[src/rtl/pmc_pkg.sv]
package pmc_pkg;
  localparam int CNT_W    = 32;
  localparam int NUM_CTR  = 6;
  localparam int NUM_PROG = 4;
  localparam int SEL_W    = 8;
  localparam int ADDR_W   = 3;
  localparam int CTL_W    = 6;

  localparam logic [SEL_W-1:0] EV_INST = 8'h02;
  localparam logic [SEL_W-1:0] EV_CYC  = 8'h1E;

  // control bit positions
  localparam int CB_FRZ  = 0;
  localparam int CB_FOA  = 1;
  localparam int CB_AEN  = 2;
  localparam int CB_AHIT = 3;
  localparam int CB_SVC  = 4;
  localparam int CB_NEG  = 5;

  localparam int CTL_ADDR = NUM_CTR;
  localparam int SEL_ADDR = NUM_CTR + 1;

  typedef struct packed {
    logic [NUM_CTR-1:0] incMask;
    logic [NUM_CTR-1:0] wrMask;
  } ctrStrobe_t;
endpackage

[src/rtl/pmc_ctrl.sv]
module pmc_ctrl
  import pmc_pkg::*;
#(
  parameter int SelW   = SEL_W,
  parameter int NumPrg = NUM_PROG,
  parameter int AddrW  = ADDR_W,
  parameter int DataW  = CNT_W
) (
  input  logic                   clk,
  input  logic                   rstN,
  input  logic                   instDone,
  input  logic                   cycleTick,
  input  logic                   regWe,
  input  logic [AddrW-1:0]       regAddr,
  input  logic [DataW-1:0]       regWdata,
  input  logic                   ctr1AtEdge,
  output ctrStrobe_t             strobe,
  output logic [CTL_W-1:0]       ctlQ,
  output logic [NumPrg*SelW-1:0] selQ
);
  localparam int SelTotW = NumPrg * SelW;

  logic frozen;
  logic ctlWr;
  logic selWr;
  logic alertFire;
  logic [CTL_W-1:0] ctlNext;

  assign frozen = ctlQ[CB_FRZ];
  assign ctlWr  = regWe && (regAddr == AddrW'(CTL_ADDR));
  assign selWr  = regWe && (regAddr == AddrW'(SEL_ADDR));

  for (genvar i = 0; i < NumPrg; i++) begin : g_prog
    logic [SelW-1:0] code;
    assign code = selQ[i*SelW +: SelW];
    assign strobe.incMask[i] = !frozen &&
      (((code == SelW'(EV_INST)) && instDone) || ((code == SelW'(EV_CYC)) && cycleTick));
  end
  assign strobe.incMask[NumPrg]   = !frozen && instDone;
  assign strobe.incMask[NumPrg+1] = !frozen && cycleTick;

  for (genvar i = 0; i < NUM_CTR; i++) begin : g_wr
    assign strobe.wrMask[i] = regWe && (regAddr == AddrW'(i));
  end

  assign alertFire = strobe.incMask[0] && !strobe.wrMask[0] && ctr1AtEdge &&
                     ctlQ[CB_NEG] && ctlQ[CB_SVC];

  always_comb begin
    ctlNext = ctlQ;
    if (ctlWr) begin
      ctlNext = regWdata[CTL_W-1:0];
    end else if (alertFire) begin
      if (ctlQ[CB_FOA]) begin
        ctlNext[CB_FOA] = 1'b0;
        ctlNext[CB_FRZ] = 1'b1;
      end
      if (ctlQ[CB_AEN]) begin
        ctlNext[CB_AEN]  = 1'b0;
        ctlNext[CB_AHIT] = 1'b1;
      end
    end
  end

  always_ff @(posedge clk) begin
    if (!rstN) begin
      ctlQ <= '0;
      selQ <= '0;
    end else begin
      ctlQ <= ctlNext;
      if (selWr) selQ <= regWdata[SelTotW-1:0];
    end
  end
endmodule

[src/rtl/pmc_datapath.sv]
module pmc_datapath
  import pmc_pkg::*;
#(
  parameter int CntW = CNT_W,
  parameter int NumC = NUM_CTR
) (
  input  logic                      clk,
  input  logic                      rstN,
  input  ctrStrobe_t                strobe,
  input  logic [CntW-1:0]           regWdata,
  output logic [NumC-1:0][CntW-1:0] ctrQ,
  output logic                      ctr1AtEdge
);
  localparam logic [CntW-1:0] EdgeVal = {1'b0, {(CntW-1){1'b1}}};

  for (genvar i = 0; i < NumC; i++) begin : g_ctr
    always_ff @(posedge clk) begin
      if (!rstN) begin
        ctrQ[i] <= '0;
      end else if (strobe.wrMask[i]) begin
        ctrQ[i] <= regWdata;
      end else if (strobe.incMask[i]) begin
        ctrQ[i] <= ctrQ[i] + CntW'(1);
      end
    end
  end

  assign ctr1AtEdge = (ctrQ[0] == EdgeVal);
endmodule

[src/rtl/pmc_unit.sv]
module pmc_unit
  import pmc_pkg::*;
#(
  parameter int CntW  = CNT_W,
  parameter int AddrW = ADDR_W
) (
  input  logic             clk,
  input  logic             rstN,
  input  logic             instDone,
  input  logic             cycleTick,
  input  logic             regWe,
  input  logic [AddrW-1:0] regAddr,
  input  logic [CntW-1:0]  regWdata,
  output logic [CntW-1:0]  rdData,
  output logic             irq
);
  ctrStrobe_t                       strobe;
  logic [CTL_W-1:0]                 ctlQ;
  logic [NUM_PROG*SEL_W-1:0]        selQ;
  logic [NUM_CTR-1:0][CntW-1:0]     ctrQ;
  logic                             ctr1AtEdge;

  pmc_ctrl #(.SelW(SEL_W), .NumPrg(NUM_PROG), .AddrW(AddrW), .DataW(CntW)) u_ctrl (
    .clk(clk), .rstN(rstN), .instDone(instDone), .cycleTick(cycleTick),
    .regWe(regWe), .regAddr(regAddr), .regWdata(regWdata),
    .ctr1AtEdge(ctr1AtEdge), .strobe(strobe), .ctlQ(ctlQ), .selQ(selQ)
  );

  pmc_datapath #(.CntW(CntW), .NumC(NUM_CTR)) u_dp (
    .clk(clk), .rstN(rstN), .strobe(strobe), .regWdata(regWdata),
    .ctrQ(ctrQ), .ctr1AtEdge(ctr1AtEdge)
  );

  always_comb begin
    rdData = '0;
    if (int'(regAddr) < NUM_CTR) rdData = ctrQ[regAddr];
    else if (regAddr == AddrW'(CTL_ADDR)) rdData = CntW'(ctlQ);
    else if (regAddr == AddrW'(SEL_ADDR)) rdData = CntW'(selQ);
  end

  assign irq = ctlQ[CB_AHIT];
endmodule

[config.mk]
export PLATFORM = sky130hd
export DESIGN_NAME = pmc_unit
export DESIGN_NICKNAME = d
export VERILOG_FILES = /design/src/rtl/pmc_pkg.sv /design/src/rtl/pmc_ctrl.sv /design/src/rtl/pmc_datapath.sv /design/src/rtl/pmc_unit.sv
export SDC_FILE = /design/constraint.sdc
export NUM_CORES = 1
export LEC_CHECK = 0
export ABC_AREA = 1
export BUFFER_PORTS_ARGS = -buffer_cell sky130_fd_sc_hd__clkbuf_2
export CORE_ASPECT_RATIO = 1.5
export CORE_MARGIN = 1.5
export CORE_UTILIZATION = 52
export CTS_CLUSTER_DIAMETER = 30
export DETAILED_ROUTE_END_ITERATION = 8
export PLACE_DENSITY = 0.77
export SETUP_SLACK_MARGIN = 0.3
export SYNTH_ARGS = -nofsm -noshare
export SYNTH_HDL_FRONTEND = slang
export SYNTH_SLANG_ARGS = --single-unit
[constraint.sdc]
create_clock -name clk -period 4.91 [get_ports clk]
set_input_delay 0.2455 -clock clk [delete_from_list [all_inputs] [get_ports clk]]
set_output_delay 0.2455 -clock clk [all_outputs]
set_load 0.05 [all_outputs]
# --- Word-level counts from Yosys, hierarchy flattened ---
# Index checks and enable logic that the tools add are counted.
word_totals:
  regBits: 230
  output_inout_bits: 33
  word_cells: 100
op_classes:
  n_addsub: 6
  order_cmp: 2
  n_eq_ne: 16
  n_mux: 21
  n_reduce_logical: 44
ops:
  columns: ["op", "n"]
  rows:
  - ["$mux W32", 16]
  - ["$add A32 B1 Y32 const B", 6]
  - ["$bmux W32 S3", 1]
  - ["$eq A32 B31 Y1 const B", 1]
  - ["$eq A8 B2 Y1 const B", 4]
  - ["$eq A8 B5 Y1 const B", 4]
  - ["$logic_and A1 B1 Y1", 26]
  - ["$reduce_bool A2 Y1", 9]
  - ["$eq A3 B3 Y1 const B", 4]
  - ["$mux W4", 2]
  - ["$eq A3 B2 Y1 const B", 2]
  - ["$logic_or A1 B1 Y1", 4]
  - ["$lt A3 B4 Y1 const B", 1]
  - ["$reduce_and A2 Y1", 2]
  - ["$eq A3 B1 Y1 const B", 1]
  - ["$logic_not A3 Y1", 1]
  - ["$lt A3 B3 Y1 const B", 1]
  - ["$logic_not A1 Y1", 2]
  - ["$mux W2", 1]
  - ["$mux W1", 1]

# --- Logic depth before layout (Yosys ltp) ---
depth:
  depth_word: 10
  mapped_depth: 12

# --- Cells and area by module ---
# A second synthesis with hierarchy kept.
unflattened:
  hier_cells: 2989
  area_unflattened_um2: 17651.9
modules_own_cells:
  columns: ["module", "instances", "cells_each", "area_per_inst_um2", "seq_area_each_um2"]
  rows:
  - ["pmc_datapath", 1, 2042, 12995.0, 3843.7]
  - ["pmc_unit", 1, 728, 3026.7, 0.0]
  - ["pmc_ctrl", 1, 219, 1630.3, 760.7]

# --- Worst setup path after synthesis ---
# OpenSTA, ideal clock, no wires.
synth_path:
  path_kind: "input port to output port"
  from: "input regAddr[1]"
  to: "output rdData[5]"
  arrival_ps: 1768
  required_ps: 4665
  setup_slack_ps: 2896
  stages: 5
  path_cell_list: "nand2_2 inv_1 clkbuf_1 nand2_1 a41oi_1"
synth_via:
  elab_chain_len: 4
  word_cells_on_any_way: 8
  classes_between: "order compare (1); eq/ne (2); mux (5)"
synth_lines:
  columns: ["item", "line", "rtl"]
  rows:
  - ["start, declared", "pmc_unit.sv:12", "input logic [AddrW-1:0] regAddr,"]
  - ["$eq A3 B3 Y1", "pmc_unit.sv:38", "else if (regAddr == AddrW'(SEL_ADDR)) rdData = CntW'(selQ);"]
  - ["$mux W32", "pmc_unit.sv:38", null]
  - ["$mux W32", "pmc_unit.sv:37", "else if (regAddr == AddrW'(CTL_ADDR)) rdData = CntW'(ctlQ);"]
  - ["$mux W32 (*)", "pmc_unit.sv:36", "if (int'(regAddr) < NUM_CTR) rdData = ctrQ[regAddr];"]
  - ["end, declared", "pmc_unit.sv:14", "output logic [CntW-1:0] rdData,"]
# Mark *: on every way between the ends. The rest lies on a longest branch, timed or not. The select of a mux whose other input is x is not followed.

# --- Worst setup path after layout ---
layout_path:
  from: "input regAddr[2]"
  to: "output rdData[11]"
# Same word-level chain as after synthesis.

==> metrics.txt <==
static leakage=a little over 7 nW; Yosys cell types=38; slew margin rel.=around a fifth; CP max stage cell=inv_1; initial antenna violation count=9; Worst Path Buf+Inv=5; Yosys top cell area share=about 28%; total wire length=between 80 and 90 mm; RSZ-0062 raised after global routing=false; Post-Synthesis Cells=around 2800; ys flop type=dfxtp_1; worst setup path startpoint=regAddr[2]; Synth top cells by count=nand2_1 (960), nor2_1 (342), inv_1 (321); total setup buffers inserted after CTS=0; clk_lat worst skew=between 0.5 and 0.6 ns; area growth from synthesis to layout=14.47%; Seq/Total Area, Yosys=28.12%; fmax=around 330 MHz; number of global-route vias before repair=between 15000 and 20000; DR pass1 iterations=8; Async S/R FF share, synth=0%; Worst VDD drop=0.3328 mV; # DRC=0; ranking of synthesized cells by area=dfxtp_1 (28%), nand2_1 (22%), nor2_1 (7.8%); r2r startpoint=u_ctrl.ctlQ[0]; Worst R2R Setup Slack=between 2 and 2.5 ns; placement row count=between 70 and 80; Worst Hold End=u_dp.ctrQ[107]; Tmin final=a little over 3 ns; worst hold path startpoint=regWdata[11]; Seq. cell area=between 4000 and 5000 um2; total number of vias=a little over 20000; vias per cell=6.162; top-count cell post-synth=nand2_1; max cap viols=0; hold depth=3; Initial DRC Count=2246; critical path start-end classification=in -> out; Max Buffers Root-to-Sink=3; CP arrival=approximately 2.8 ns; crit-path cells=clkbuf_2, inv_1, buf_4, nor2_1, inv_1, o221ai_1, clkbuf_2; Avg WL per Cell=between 20 and 25 um; Crit Path Max Fanout=slightly below 50; final-layout fill cell count=roughly 3100; Setup-failing EPs final=0; Ys Warns=0; slowest stage delay, CP=about 0.70 ns; Hold Crit Class=in -> reg; CTS root buffer=clkbuf_16; GPL Wtd Cong=between 1 and 1.5; Final Hold Viols=0; number of synthesized register bits=230; Top Ports=73; DIE WIDTH=around 150 um; required time of the worst setup path=4.66 ns; post-synth top area cell=dfxtp_1; syn_nets=2878; startpoint types=primary input; CTS tree=done; worst slew pin tran=~1.2 ns; largest net degree at the start of global routing=just over 80; Remaining Overflow, GRT=0; Mapped Area=approximately 16000 um2; number of flops mapped to enable cells by yosys=0; share of cells above drive strength 1=about 7.5%; Post-Layout Cell Count=between 3000 and 4000; full die area=32580 um2; first-pass GRT wire length=117.5 mm; Syn Area/Cell=5.781 um2; Clock Sinks=230; r2r worst-path depth=9; PD cells=approximately 330 nW/um2; Fin Clk Skew=a little under 0.02 ns; Die Y=roughly 220 um; post-cts sizing count=0; gr usage total=between 40% and 50%; status=complete, no violations; port buffer count=72; reg2reg end=u_dp.ctrQ[106]; Post-CTS Hold Buffers=0; Multi-input gate area=10040 um2; CTS clk-pin slew, worst paths=about 0.050 ns; Cell Count Post-Placement=3212; Final #Nets=between 2000 and 3000; CTS H-tree depth=2; number of buffers created by CTS=52; Post-DRT Antenna Nets=0; HPWL Detailed=~60 mm; Final Cycle Share=between 60% and 70%; crit-path leading delay family=buffers and inverters; area of the core=31040 um2; Final Max Tran Viols=0; Starting Density=52.75%; final setup TNS=0 ns; CP endpoint kind=output port
sequential cells by signal, indices dropped and copies added (netlist names):
name and cells:
u_dp.ctrQ 192, u_ctrl.ctlQ 6, u_ctrl.selQ 32
area by class of cell:
type                       count  area share [%]
antenna                        4         0.05341
sequential                   230           24.57
tap                          405           2.704
timing repair buffer          82           2.337
clock buffer                  62           7.631
clock inverter                35           2.243
multi-input combinational   2153           53.60
inverter                     342           6.863
cell families after synthesis:
family          share of synthesized area [%]
fa+ha+maj                              0.4585
flops                                   28.12
xor+xnor                                4.387
simple gates                            38.54
compound gates                          17.94
buf+inv                                 10.55
where the power goes:
part           total, mW  internal, mW  switching, mW
clock               3.69          2.42           1.27
combinational      0.579         0.122          0.456
sequential          2.01          1.92         0.0865
total               6.28          4.47           1.81
worst max path at each step:
stage                          endpoint  slack (ns)  cells past startpoint
final                        rdData[11]        1.85                      7
after global routing         rdData[11]        1.86                      7
after CTS                    rdData[11]        2.10                      7
after detailed placement  u_dp.ctrQ[41]        1.88                     11
after global placement    u_dp.ctrQ[47]        1.95                     11
after floorplan               rdData[5]        2.90                      5
layer usage:
| metal | vias up | wire length [um] | global-route usage (%) |
|---|---|---|---|
| met3 | 492 | 9069 | 14.49 |
| li1 | 9246 | - | - |
| met4 | 6 | 10250 | 51.25 |
| met1 | 9286 | 25940 | 50.04 |
| met5 | - | 34 | 0 |
| met2 | 1384 | 35760 | 78.18 |
worst min-delay path, cell delays in order:
cell,delay (ns)
clkbuf_2,0.14
nand2_1,0.09
a31oi_1,0.07
placed cells by master, fill, tap and decap left out, drive strengths merged, types with 5 or more instances in the layout:
master	count
nand2	964
nor2	355
inv	354
dfxtp	230
nand3	169
a21oi	158
o21ai	154
clkbuf	133
xor2	73
o22ai	61
o211ai	40
a31oi	34
nand4	26
a22oi	22
nor3	22
nand3b	19
o221ai	13
clkinv	12
buf	11
o2111ai	9
xnor2	9
ha	6
bufinv	6
clkinvlp	5
stage by stage:
step / hold WS, ns / util, % / cell area, um2 / power [mW] / worst slack (ns)
after floorplan: 0.3804 / - / 16370 / 2.332 / 2.896
after global placement: 0.4879 / 54.39 / 16880 / 2.576 / 1.948
after detailed placement: 0.4957 / 54.39 / 16880 / 2.584 / 1.884
after CTS: 0.01841 / 60.35 / 18730 / 6.239 / 2.096
after global routing: 0.03398 / 60.35 / 18730 / 6.407 / 1.862
final: 0.03853 / 60.38 / 18740 / 6.278 / 1.850
Power figures use the tool's default switching activity.
